===== src/rtl/vtlb_pkg.sv =====
`timescale 1ns/1ps
package vtlb_pkg;

    localparam int VPN_W = 20;
    localparam int PPN_W = 20;

    typedef struct packed {
        logic             valid;
        logic [VPN_W-1:0] vpn;
        logic [PPN_W-1:0] ppn;
        logic             rd;
        logic             wr;
        logic             dirty;
    } tlb_entry_t;

    typedef enum logic [1:0] {
        ST_IDLE  = 2'd0,
        ST_VSRCH = 2'd1,
        ST_FILL  = 2'd2
    } ctl_state_t;

    function automatic logic entry_match(input tlb_entry_t e, input logic [VPN_W-1:0] v);
        return e.valid && (e.vpn == v);
    endfunction

    function automatic int unsigned sel_w(input int unsigned n);
        return (n > 1) ? $clog2(n) : 1;
    endfunction

endpackage


===== src/rtl/vtlb_primary.sv =====
`timescale 1ns/1ps
module vtlb_primary
    import vtlb_pkg::*;
#(
    parameter int DEPTH = 16,
    parameter int MODES = 2,
    localparam int IDX_W  = sel_w(DEPTH),
    localparam int MODE_W = sel_w(MODES)
)(
    input  logic              clk,
    input  logic              rst,
    input  logic [MODE_W-1:0] rd_mode,
    input  logic [VPN_W-1:0]  rd_vpn,
    output tlb_entry_t        rd_entry,
    input  logic              wr_en,
    input  tlb_entry_t        wr_entry,
    input  logic              flush_all,
    input  logic              pflush_en,
    input  logic              dirty_en,
    input  logic [MODE_W-1:0] cmd_mode,
    input  logic [VPN_W-1:0]  cmd_vpn
);

    logic [IDX_W-1:0] rd_idx;
    logic [IDX_W-1:0] cmd_idx;
    tlb_entry_t       mode_rd [MODES];

    assign rd_idx  = rd_vpn[IDX_W-1:0];
    assign cmd_idx = cmd_vpn[IDX_W-1:0];

    generate
        for (genvar g = 0; g < MODES; g++) begin : g_mode
            tlb_entry_t slot [DEPTH];

            always_ff @(posedge clk) begin
                if (rst || flush_all) begin
                    for (int i = 0; i < DEPTH; i++) slot[i] <= '0;
                end else if (pflush_en) begin
                    if (cmd_mode == MODE_W'(g) && entry_match(slot[cmd_idx], cmd_vpn))
                        slot[cmd_idx].valid <= 1'b0;
                end else if (dirty_en) begin
                    if (entry_match(slot[cmd_idx], cmd_vpn))
                        slot[cmd_idx].dirty <= 1'b1;
                end else if (wr_en && rd_mode == MODE_W'(g)) begin
                    slot[rd_idx] <= wr_entry;
                end
            end

            assign mode_rd[g] = slot[rd_idx];
        end
    endgenerate

    assign rd_entry = mode_rd[rd_mode];

    AST_PRI_FLUSH_CLEAR: assert property (@(posedge clk) disable iff (rst)
        flush_all |=> !rd_entry.valid)
        else $error("primary entry valid after flush");

endmodule


===== src/rtl/vtlb_victim.sv =====
`timescale 1ns/1ps
module vtlb_victim
    import vtlb_pkg::*;
#(
    parameter int DEPTH = 8,
    parameter int MODES = 2,
    localparam int PTR_W  = sel_w(DEPTH),
    localparam int MODE_W = sel_w(MODES)
)(
    input  logic              clk,
    input  logic              rst,
    input  logic [MODE_W-1:0] srch_mode,
    input  logic [VPN_W-1:0]  srch_vpn,
    output logic              srch_hit,
    output logic [PTR_W-1:0]  srch_slot,
    output tlb_entry_t        srch_entry,
    input  logic              swp_en,
    input  tlb_entry_t        swp_entry,
    input  logic              ins_en,
    input  tlb_entry_t        ins_entry,
    input  logic              flush_all,
    input  logic              pflush_en,
    input  logic              dirty_en,
    input  logic [MODE_W-1:0] cmd_mode,
    input  logic [VPN_W-1:0]  cmd_vpn
);

    logic [PTR_W-1:0] ptr;
    logic [DEPTH-1:0] hit_vec_m [MODES];
    logic [DEPTH-1:0] hit_vec;
    tlb_entry_t       mode_ent  [MODES][DEPTH];

    generate
        for (genvar g = 0; g < MODES; g++) begin : g_mode
            tlb_entry_t       slot [DEPTH];
            logic [DEPTH-1:0] hv;

            always_ff @(posedge clk) begin
                if (rst || flush_all) begin
                    for (int i = 0; i < DEPTH; i++) slot[i] <= '0;
                end else if (pflush_en) begin
                    if (cmd_mode == MODE_W'(g)) begin
                        for (int i = 0; i < DEPTH; i++)
                            if (entry_match(slot[i], cmd_vpn)) slot[i].valid <= 1'b0;
                    end
                end else if (dirty_en) begin
                    for (int i = 0; i < DEPTH; i++)
                        if (entry_match(slot[i], cmd_vpn)) slot[i].dirty <= 1'b1;
                end else if (srch_mode == MODE_W'(g)) begin
                    if (swp_en) slot[srch_slot] <= swp_entry;
                    else if (ins_en) slot[ptr] <= ins_entry;
                end
            end

            always_comb begin
                for (int i = 0; i < DEPTH; i++) hv[i] = entry_match(slot[i], srch_vpn);
            end

            assign hit_vec_m[g] = hv;

            for (genvar i = 0; i < DEPTH; i++) begin : g_out
                assign mode_ent[g][i] = slot[i];
            end
        end
    endgenerate

    assign hit_vec  = hit_vec_m[srch_mode];
    assign srch_hit = |hit_vec;

    always_comb begin
        srch_slot = '0;
        for (int i = DEPTH - 1; i >= 0; i--)
            if (hit_vec[i]) srch_slot = PTR_W'(i);
    end

    assign srch_entry = mode_ent[srch_mode][srch_slot];

    always_ff @(posedge clk) begin
        if (rst || flush_all)
            ptr <= '0;
        else if (ins_en)
            ptr <= (ptr == PTR_W'(DEPTH - 1)) ? '0 : ptr + PTR_W'(1);
    end

    AST_VIC_UNIQUE: assert property (@(posedge clk) disable iff (rst)
        $onehot0(hit_vec))
        else $error("page present twice in victim array");

    AST_PTR_ADVANCE: assert property (@(posedge clk) disable iff (rst)
        (ins_en && !flush_all) |=>
            ptr == (($past(ptr) == PTR_W'(DEPTH - 1)) ? '0 : $past(ptr) + PTR_W'(1)))
        else $error("victim pointer did not step");

    AST_PTR_FLUSH: assert property (@(posedge clk) disable iff (rst)
        flush_all |=> ptr == '0)
        else $error("victim pointer not cleared by flush");

endmodule


===== src/rtl/vtlb_xlate.sv =====
`timescale 1ns/1ps
module vtlb_xlate
    import vtlb_pkg::*;
#(
    parameter int PRI_DEPTH = 16,
    parameter int VIC_DEPTH = 8,
    parameter int MODES     = 2,
    localparam int MODE_W   = sel_w(MODES),
    localparam int SLOT_W   = sel_w(VIC_DEPTH)
)(
    input  logic              clk,
    input  logic              rst,
    input  logic              lk_valid,
    output logic              lk_ready,
    input  logic [VPN_W-1:0]  lk_vpn,
    input  logic [MODE_W-1:0] lk_mode,
    output logic              rsp_valid,
    output logic              rsp_hit,
    output logic [PPN_W-1:0]  rsp_ppn,
    output logic              rsp_rd,
    output logic              rsp_wr,
    output logic              rsp_dirty,
    output logic              fill_req,
    output logic [VPN_W-1:0]  fill_vpn,
    output logic [MODE_W-1:0] fill_mode,
    input  logic              fill_valid,
    input  logic [PPN_W-1:0]  fill_ppn,
    input  logic              fill_rd,
    input  logic              fill_wr,
    input  logic              flush_all,
    input  logic              flush_page,
    input  logic              set_dirty,
    input  logic [VPN_W-1:0]  cmd_vpn,
    input  logic [MODE_W-1:0] cmd_mode
);

    ctl_state_t        state;
    logic [VPN_W-1:0]  req_vpn;
    logic [MODE_W-1:0] req_mode;

    logic              cmd_busy;
    logic              accept;
    logic              step_vs;
    logic              step_fill;
    logic [VPN_W-1:0]  addr_vpn;
    logic [MODE_W-1:0] addr_mode;

    tlb_entry_t        pri_rd;
    logic              pri_hit;
    logic              pri_wr_en;
    tlb_entry_t        pri_wr_ent;

    logic              vic_hit;
    logic [SLOT_W-1:0] vic_slot;
    tlb_entry_t        vic_ent;
    tlb_entry_t        new_ent;

    assign cmd_busy  = flush_all | flush_page | set_dirty;
    assign lk_ready  = (state == ST_IDLE) && !cmd_busy;
    assign accept    = lk_valid && lk_ready;
    assign step_vs   = (state == ST_VSRCH) && !cmd_busy;
    assign step_fill = (state == ST_FILL) && !cmd_busy && fill_valid;

    assign addr_vpn  = (state == ST_IDLE) ? lk_vpn  : req_vpn;
    assign addr_mode = (state == ST_IDLE) ? lk_mode : req_mode;
    assign pri_hit   = entry_match(pri_rd, addr_vpn);

    always_comb begin
        new_ent       = '0;
        new_ent.valid = 1'b1;
        new_ent.vpn   = req_vpn;
        new_ent.ppn   = fill_ppn;
        new_ent.rd    = fill_rd;
        new_ent.wr    = fill_wr;
        new_ent.dirty = 1'b0;
    end

    assign pri_wr_en  = (step_vs && vic_hit) || step_fill;
    assign pri_wr_ent = step_fill ? new_ent : vic_ent;

    assign fill_vpn  = req_vpn;
    assign fill_mode = req_mode;

    vtlb_primary #(.DEPTH(PRI_DEPTH), .MODES(MODES)) u_primary (
        .clk       (clk),
        .rst       (rst),
        .rd_mode   (addr_mode),
        .rd_vpn    (addr_vpn),
        .rd_entry  (pri_rd),
        .wr_en     (pri_wr_en),
        .wr_entry  (pri_wr_ent),
        .flush_all (flush_all),
        .pflush_en (flush_page),
        .dirty_en  (set_dirty),
        .cmd_mode  (cmd_mode),
        .cmd_vpn   (cmd_vpn)
    );

    vtlb_victim #(.DEPTH(VIC_DEPTH), .MODES(MODES)) u_victim (
        .clk        (clk),
        .rst        (rst),
        .srch_mode  (req_mode),
        .srch_vpn   (req_vpn),
        .srch_hit   (vic_hit),
        .srch_slot  (vic_slot),
        .srch_entry (vic_ent),
        .swp_en     (step_vs && vic_hit),
        .swp_entry  (pri_rd),
        .ins_en     (step_fill),
        .ins_entry  (pri_rd),
        .flush_all  (flush_all),
        .pflush_en  (flush_page),
        .dirty_en   (set_dirty),
        .cmd_mode   (cmd_mode),
        .cmd_vpn    (cmd_vpn)
    );

    always_ff @(posedge clk) begin
        if (rst) begin
            state     <= ST_IDLE;
            req_vpn   <= '0;
            req_mode  <= '0;
            rsp_valid <= 1'b0;
            rsp_hit   <= 1'b0;
            rsp_ppn   <= '0;
            rsp_rd    <= 1'b0;
            rsp_wr    <= 1'b0;
            rsp_dirty <= 1'b0;
            fill_req  <= 1'b0;
        end else begin
            rsp_valid <= 1'b0;
            unique case (state)
                ST_IDLE: begin
                    if (accept) begin
                        req_vpn  <= lk_vpn;
                        req_mode <= lk_mode;
                        if (pri_hit) begin
                            rsp_valid <= 1'b1;
                            rsp_hit   <= 1'b1;
                            rsp_ppn   <= pri_rd.ppn;
                            rsp_rd    <= pri_rd.rd;
                            rsp_wr    <= pri_rd.wr;
                            rsp_dirty <= pri_rd.dirty;
                        end else begin
                            state <= ST_VSRCH;
                        end
                    end
                end
                ST_VSRCH: begin
                    if (step_vs) begin
                        if (vic_hit) begin
                            rsp_valid <= 1'b1;
                            rsp_hit   <= 1'b1;
                            rsp_ppn   <= vic_ent.ppn;
                            rsp_rd    <= vic_ent.rd;
                            rsp_wr    <= vic_ent.wr;
                            rsp_dirty <= vic_ent.dirty;
                            state     <= ST_IDLE;
                        end else begin
                            fill_req <= 1'b1;
                            state    <= ST_FILL;
                        end
                    end
                end
                ST_FILL: begin
                    if (step_fill) begin
                        rsp_valid <= 1'b1;
                        rsp_hit   <= 1'b0;
                        rsp_ppn   <= fill_ppn;
                        rsp_rd    <= fill_rd;
                        rsp_wr    <= fill_wr;
                        rsp_dirty <= 1'b0;
                        fill_req  <= 1'b0;
                        state     <= ST_IDLE;
                    end
                end
                default: state <= ST_IDLE;
            endcase
        end
    end

    AST_FILL_HOLD: assert property (@(posedge clk) disable iff (rst)
        (fill_req && !(fill_valid && !cmd_busy)) |=>
            (fill_req && $stable(fill_vpn) && $stable(fill_mode)))
        else $error("refill request dropped or changed");

    AST_FILL_DONE: assert property (@(posedge clk) disable iff (rst)
        (fill_req && fill_valid && !cmd_busy) |=> (rsp_valid && !rsp_hit && !fill_req))
        else $error("refill not answered");

    AST_CMD_NO_RSP: assert property (@(posedge clk) disable iff (rst)
        cmd_busy |=> !rsp_valid)
        else $error("response produced in a command cycle");

    AST_BUSY_NO_READY: assert property (@(posedge clk) disable iff (rst)
        fill_req |-> !lk_ready)
        else $error("lookup accepted while refill pending");

endmodule


===== config.mk =====
export PLATFORM = sky130hd
export DESIGN_NAME = vtlb_xlate
export DESIGN_NICKNAME = d
export VERILOG_FILES = /design/src/rtl/vtlb_pkg.sv /design/src/rtl/vtlb_primary.sv /design/src/rtl/vtlb_victim.sv /design/src/rtl/vtlb_xlate.sv
export SDC_FILE = /design/constraint.sdc
export NUM_CORES = 2
export LEC_CHECK = 0
export BUFFER_PORTS_ARGS = -buffer_cell sky130_fd_sc_hd__buf_2
export CORE_ASPECT_RATIO = 1.2
export CORE_MARGIN = 4
export CORE_UTILIZATION = 30
export CTS_BUF_LIST = sky130_fd_sc_hd__clkbuf_8
export DETAILED_ROUTE_END_ITERATION = 8
export PLACE_DENSITY = 0.49
export SYNTH_ARGS = -nofsm -noshare
export SYNTH_HDL_FRONTEND = slang
export SYNTH_SLANG_ARGS = --single-unit

===== constraint.sdc =====
create_clock -name clk -period 7.75 [get_ports clk]
set_input_delay 1.9375 -clock clk [delete_from_list [all_inputs] [get_ports clk]]
set_output_delay 1.9375 -clock clk [all_outputs]
set_load 0.005 [all_outputs]

==> metrics.txt <==
vias in the first global route 85100; Placed Instances 14400; Root Buffer clkbuf_8; number of nets with antenna violations after routing 0; total core area 368000 µm²; FFs w/ async S/R, synth 0; switch share 0.338; Netlist cell types 91; detailed placement HPWL between 300000 and 400000 µm; Crit-path slowest cell dfxtp_1; synthesized netlist cell count 9801; largest family of logic cells by synthesized area simple AND/OR/NAND/NOR gates; WP data required 8.46 ns; first-pass GRT wire length 672000 µm; Max Slew Vio Count 0; Post-CTS Repair Setup Buffers 0; Setup crit end kind register; Worst Setup Start Kind register; DP Worst Slack roughly 0.6 ns; Die Span Y 673 µm; final WL roughly 500000 µm; #FFs+latches synth 2164; final worst slack 0.825 ns; syn nets just under 10000; worst slew pin tran 1.34 ns; Area Overhead vs Synth 12.5%; final setup TNS 0 ns; DIE WIDTH 563 µm; hold violation total from the final report 0; Total GRT Usage 0.248; EDFF count, synth 2100; Synth Area in Compound Gates 0.0575; DRC violations left 4; crit path cell chain buf_4 -> xnor2_1 -> nand4_1 -> nor4_1 -> a22o_1 -> nor4_1 -> a41oi_2 -> o21a_1 -> nand2_1 -> nor2_1 -> nand2_2 -> buf_4 -> inv_1 -> a21oi_1 -> o21ai_0; fill count 36600; Die Area 379000 µm²; simple-gate share of the synthesized area 0.172; I/O pins 119; Synth Area in Adders 0.000791; Layout Nets 9879; starting density of the core 0.301; Clk pwr share 0.318; CTS buffer count 360; largest net degree at the start of global routing 147; sequential share of power 0.461; RSZ-0062 raised after global routing no; ys flop type edfxtp_1; synthesized area 111000 µm²; kind of critical path register to register; post-layout instance area 125000 µm²; Gate power share 0.221; final std cells w/o fill 15000; Skew-Pair Late Insertion Delay 1.05 ns; hold slack 0.479 ns; area taken by multi-input logic gates 43000 µm²; first drt pass iteration count 9; Routed WL per cell about 32 µm; gp weighted congestion 0.953; crit path from fill_vpn[14]; internal cell power 0.0195 W; DR iter-0 viols 10100; Post-CTS Hold Buffers 0; CTS tree done; Setup violations, final 0; synth warn 0; Hold WC Path Type register to register; Max Clk Rate between 100 and 150 MHz; Sequential Area 64400 µm²; Hold Startpoint fill_vpn[17]; max_cap viols 0; H-tree depth 5; clk_skew 0.0656 ns; CTS Sinks between 2000 and 2500; Synth Area in XOR/XNOR 0.0546; Via Count ~86000; # rows 244; DP Area 118000 µm²; Worst EP arrival 7.63 ns; Psw roughly 0.010 W; share of cells above drive strength 1 0.159; R2R Path Start fill_vpn[14]; highest net fanout along the worst path 15; clock edge transition at the registers on the reported setup and hold paths 0.07 ns; Worst slew margin 0.108; min cycle time layout 6.93 ns; Peak VDD IR 135 µV; Power Density approximately 240 nW/µm²; slowest stage delay, CP between 1 and 1.5 ns; total gr overflow 0; Avg Inst Size Synth approximately 11 µm²; Clock Path Buffers 4; Seq/Total Area, Yosys 0.581; Vias per Instance 5.70; Tcrit/Tclk final 0.894; Buffers on Ports 118; Post-CTS Resized 0; status complete, but fails checks; post-synthesis mux area share 0.0949; violated checks DRC; Pleak 44.3 nW; initial antenna violation count 21
stage by stage:
stage | util | total power [W]
6_report | 0.339 | 0.0295
5_1_grt | 0.339 | 0.0304
4_1_cts | 0.339 | 0.0296
3_5_place_dp | 0.322 | 0.0202
3_3_place_gp | 0.322 | 0.0202
2_1_floorplan | - | 0.0172
Yosys cell counts, drive strengths merged (5+ instances only):
library cell / number / area share
inv: 79 / 0.0027
o21a: 8 / 0.00054
or3: 6 / 0.00034
ha: 7 / 0.00079
nand2: 1167 / 0.040
edfxtp: 2100 / 0.57
and3: 62 / 0.0035
nor3b: 22 / 0.0015
a31oi: 49 / 0.0028
mux4: 383 / 0.078
mux2i: 164 / 0.015
or3b: 6 / 0.00047
o22ai: 92 / 0.0053
o31ai: 10 / 0.0011
nand3b: 10 / 0.00068
dfxtp: 64 / 0.012
buf: 380 / 0.018
clkbuf: 527 / 0.018
a22oi: 44 / 0.0030
o32ai: 23 / 0.0032
nor2b: 26 / 0.0015
mux2: 20 / 0.0021
nor4: 135 / 0.0076
a211oi: 81 / 0.0055
o21ai: 165 / 0.0075
nand4: 186 / 0.011
xor2: 294 / 0.023
a32oi: 11 / 0.00087
a221oi: 26 / 0.0021
a211o: 5 / 0.00040
o221ai: 5 / 0.00040
nand3: 527 / 0.024
xnor2: 396 / 0.031
and2: 6 / 0.00034
a21oi: 179 / 0.0081
nor2: 2137 / 0.072
or2: 5 / 0.00028
o22a: 8 / 0.00063
a311oi: 121 / 0.0096
a22o: 5 / 0.00040
nor3: 86 / 0.0039
nand2b: 80 / 0.0045
o211ai: 35 / 0.0024
worst max-delay path: cells and delay by family, from the launching register on:
kind | cells | cell delay [ns]
xor+xnor | 1 | 0.17
flops | 1 | 1.10
compound gates | 5 | 1.89
buf+inv | 3 | 0.89
simple gates | 6 | 2.48
sequential cells by signal, indices dropped and copies added, names as in the netlist:
register               cells
rsp_valid                  1
rsp_rd                     1
fill_vpn                  20
u_primary.g_mode.slot   1408
rsp_wr                     1
rsp_dirty                  1
state                      2
u_victim.ptr               3
rsp_hit                    1
rsp_ppn                   20
fill_req                   1
u_victim.g_mode.slot     704
fill_mode                  1
routing by layer:
layer  share of wire  global-route usage  vias to the layer above  routed length [µm]
met1            0.36               0.297                    43800              177000
met3           0.086              0.0485                     1368               41900
met4           0.068               0.144                       16               33000
met2            0.48               0.417                     4997              234000
met5         0.00021                   0                        -                 103
li1                -                   -                    35300                   -
cells by family (layout without fill, tap and decap cells):
group           after synthesis  in the layout
xor+xnor                    690            690
fa+ha+maj                     7              7
flops                      2164           2164
buf+inv                     988           1252
simple gates               4474           4474
compound gates              911            911
mux                         567            567
other cells                   0             14
worst paths after layout:
kind                                                   endpoint  slack [ns]  cells past startpoint
worst min-delay path                               fill_vpn[17]        0.48                      2
worst max-delay path            u_primary.g_mode[0].slot[12][0]        0.82                     15
worst max register to register  u_primary.g_mode[0].slot[12][0]        0.82                     15
worst min register to register                     fill_vpn[17]        0.48                      2
power groups by stage:
stage          Sequential (W)  Combinational (W)  Clock (W)
2_1_floorplan          0.0137            0.00350          0
3_3_place_gp           0.0138            0.00636          0
3_5_place_dp           0.0138            0.00638          0
4_1_cts                0.0136            0.00640    0.00956
5_1_grt                0.0136            0.00674     0.0101
6_report               0.0136            0.00652    0.00937
placed cells by master (no fill, tap or decap), types with 79 or more instances in the layout:
| cell | count |
|---|---|
| inv_1 | 211 |
| buf_4 | 381 |
| buf_2 | 112 |
| o22ai_1 | 88 |
| a211oi_1 | 79 |
| xor2_1 | 294 |
| xnor2_1 | 396 |
| nand2_1 | 1087 |
| mux2i_1 | 138 |
| a311oi_1 | 121 |
| nand4_1 | 186 |
| nand3_1 | 523 |
| mux4_2 | 383 |
| a21oi_1 | 155 |
| o21ai_0 | 135 |
| nor3_1 | 85 |
| nand2b_1 | 80 |
| edfxtp_1 | 2100 |
| nor4_1 | 135 |
| clkbuf_8 | 374 |
| nor2_1 | 2134 |
final cells by class:
type                            instances  area share
Inverter                               81     0.00244
Clock buffer                          373      0.0412
Sequential cell                      2164       0.517
Antenna cell                           14    0.000281
Tap cell                             4920      0.0494
Multi-Input combinational cell       6649       0.345
Timing Repair Buffer                  545      0.0357
Clock inverter                        253     0.00901
Power figures use the tool's default switching activity.
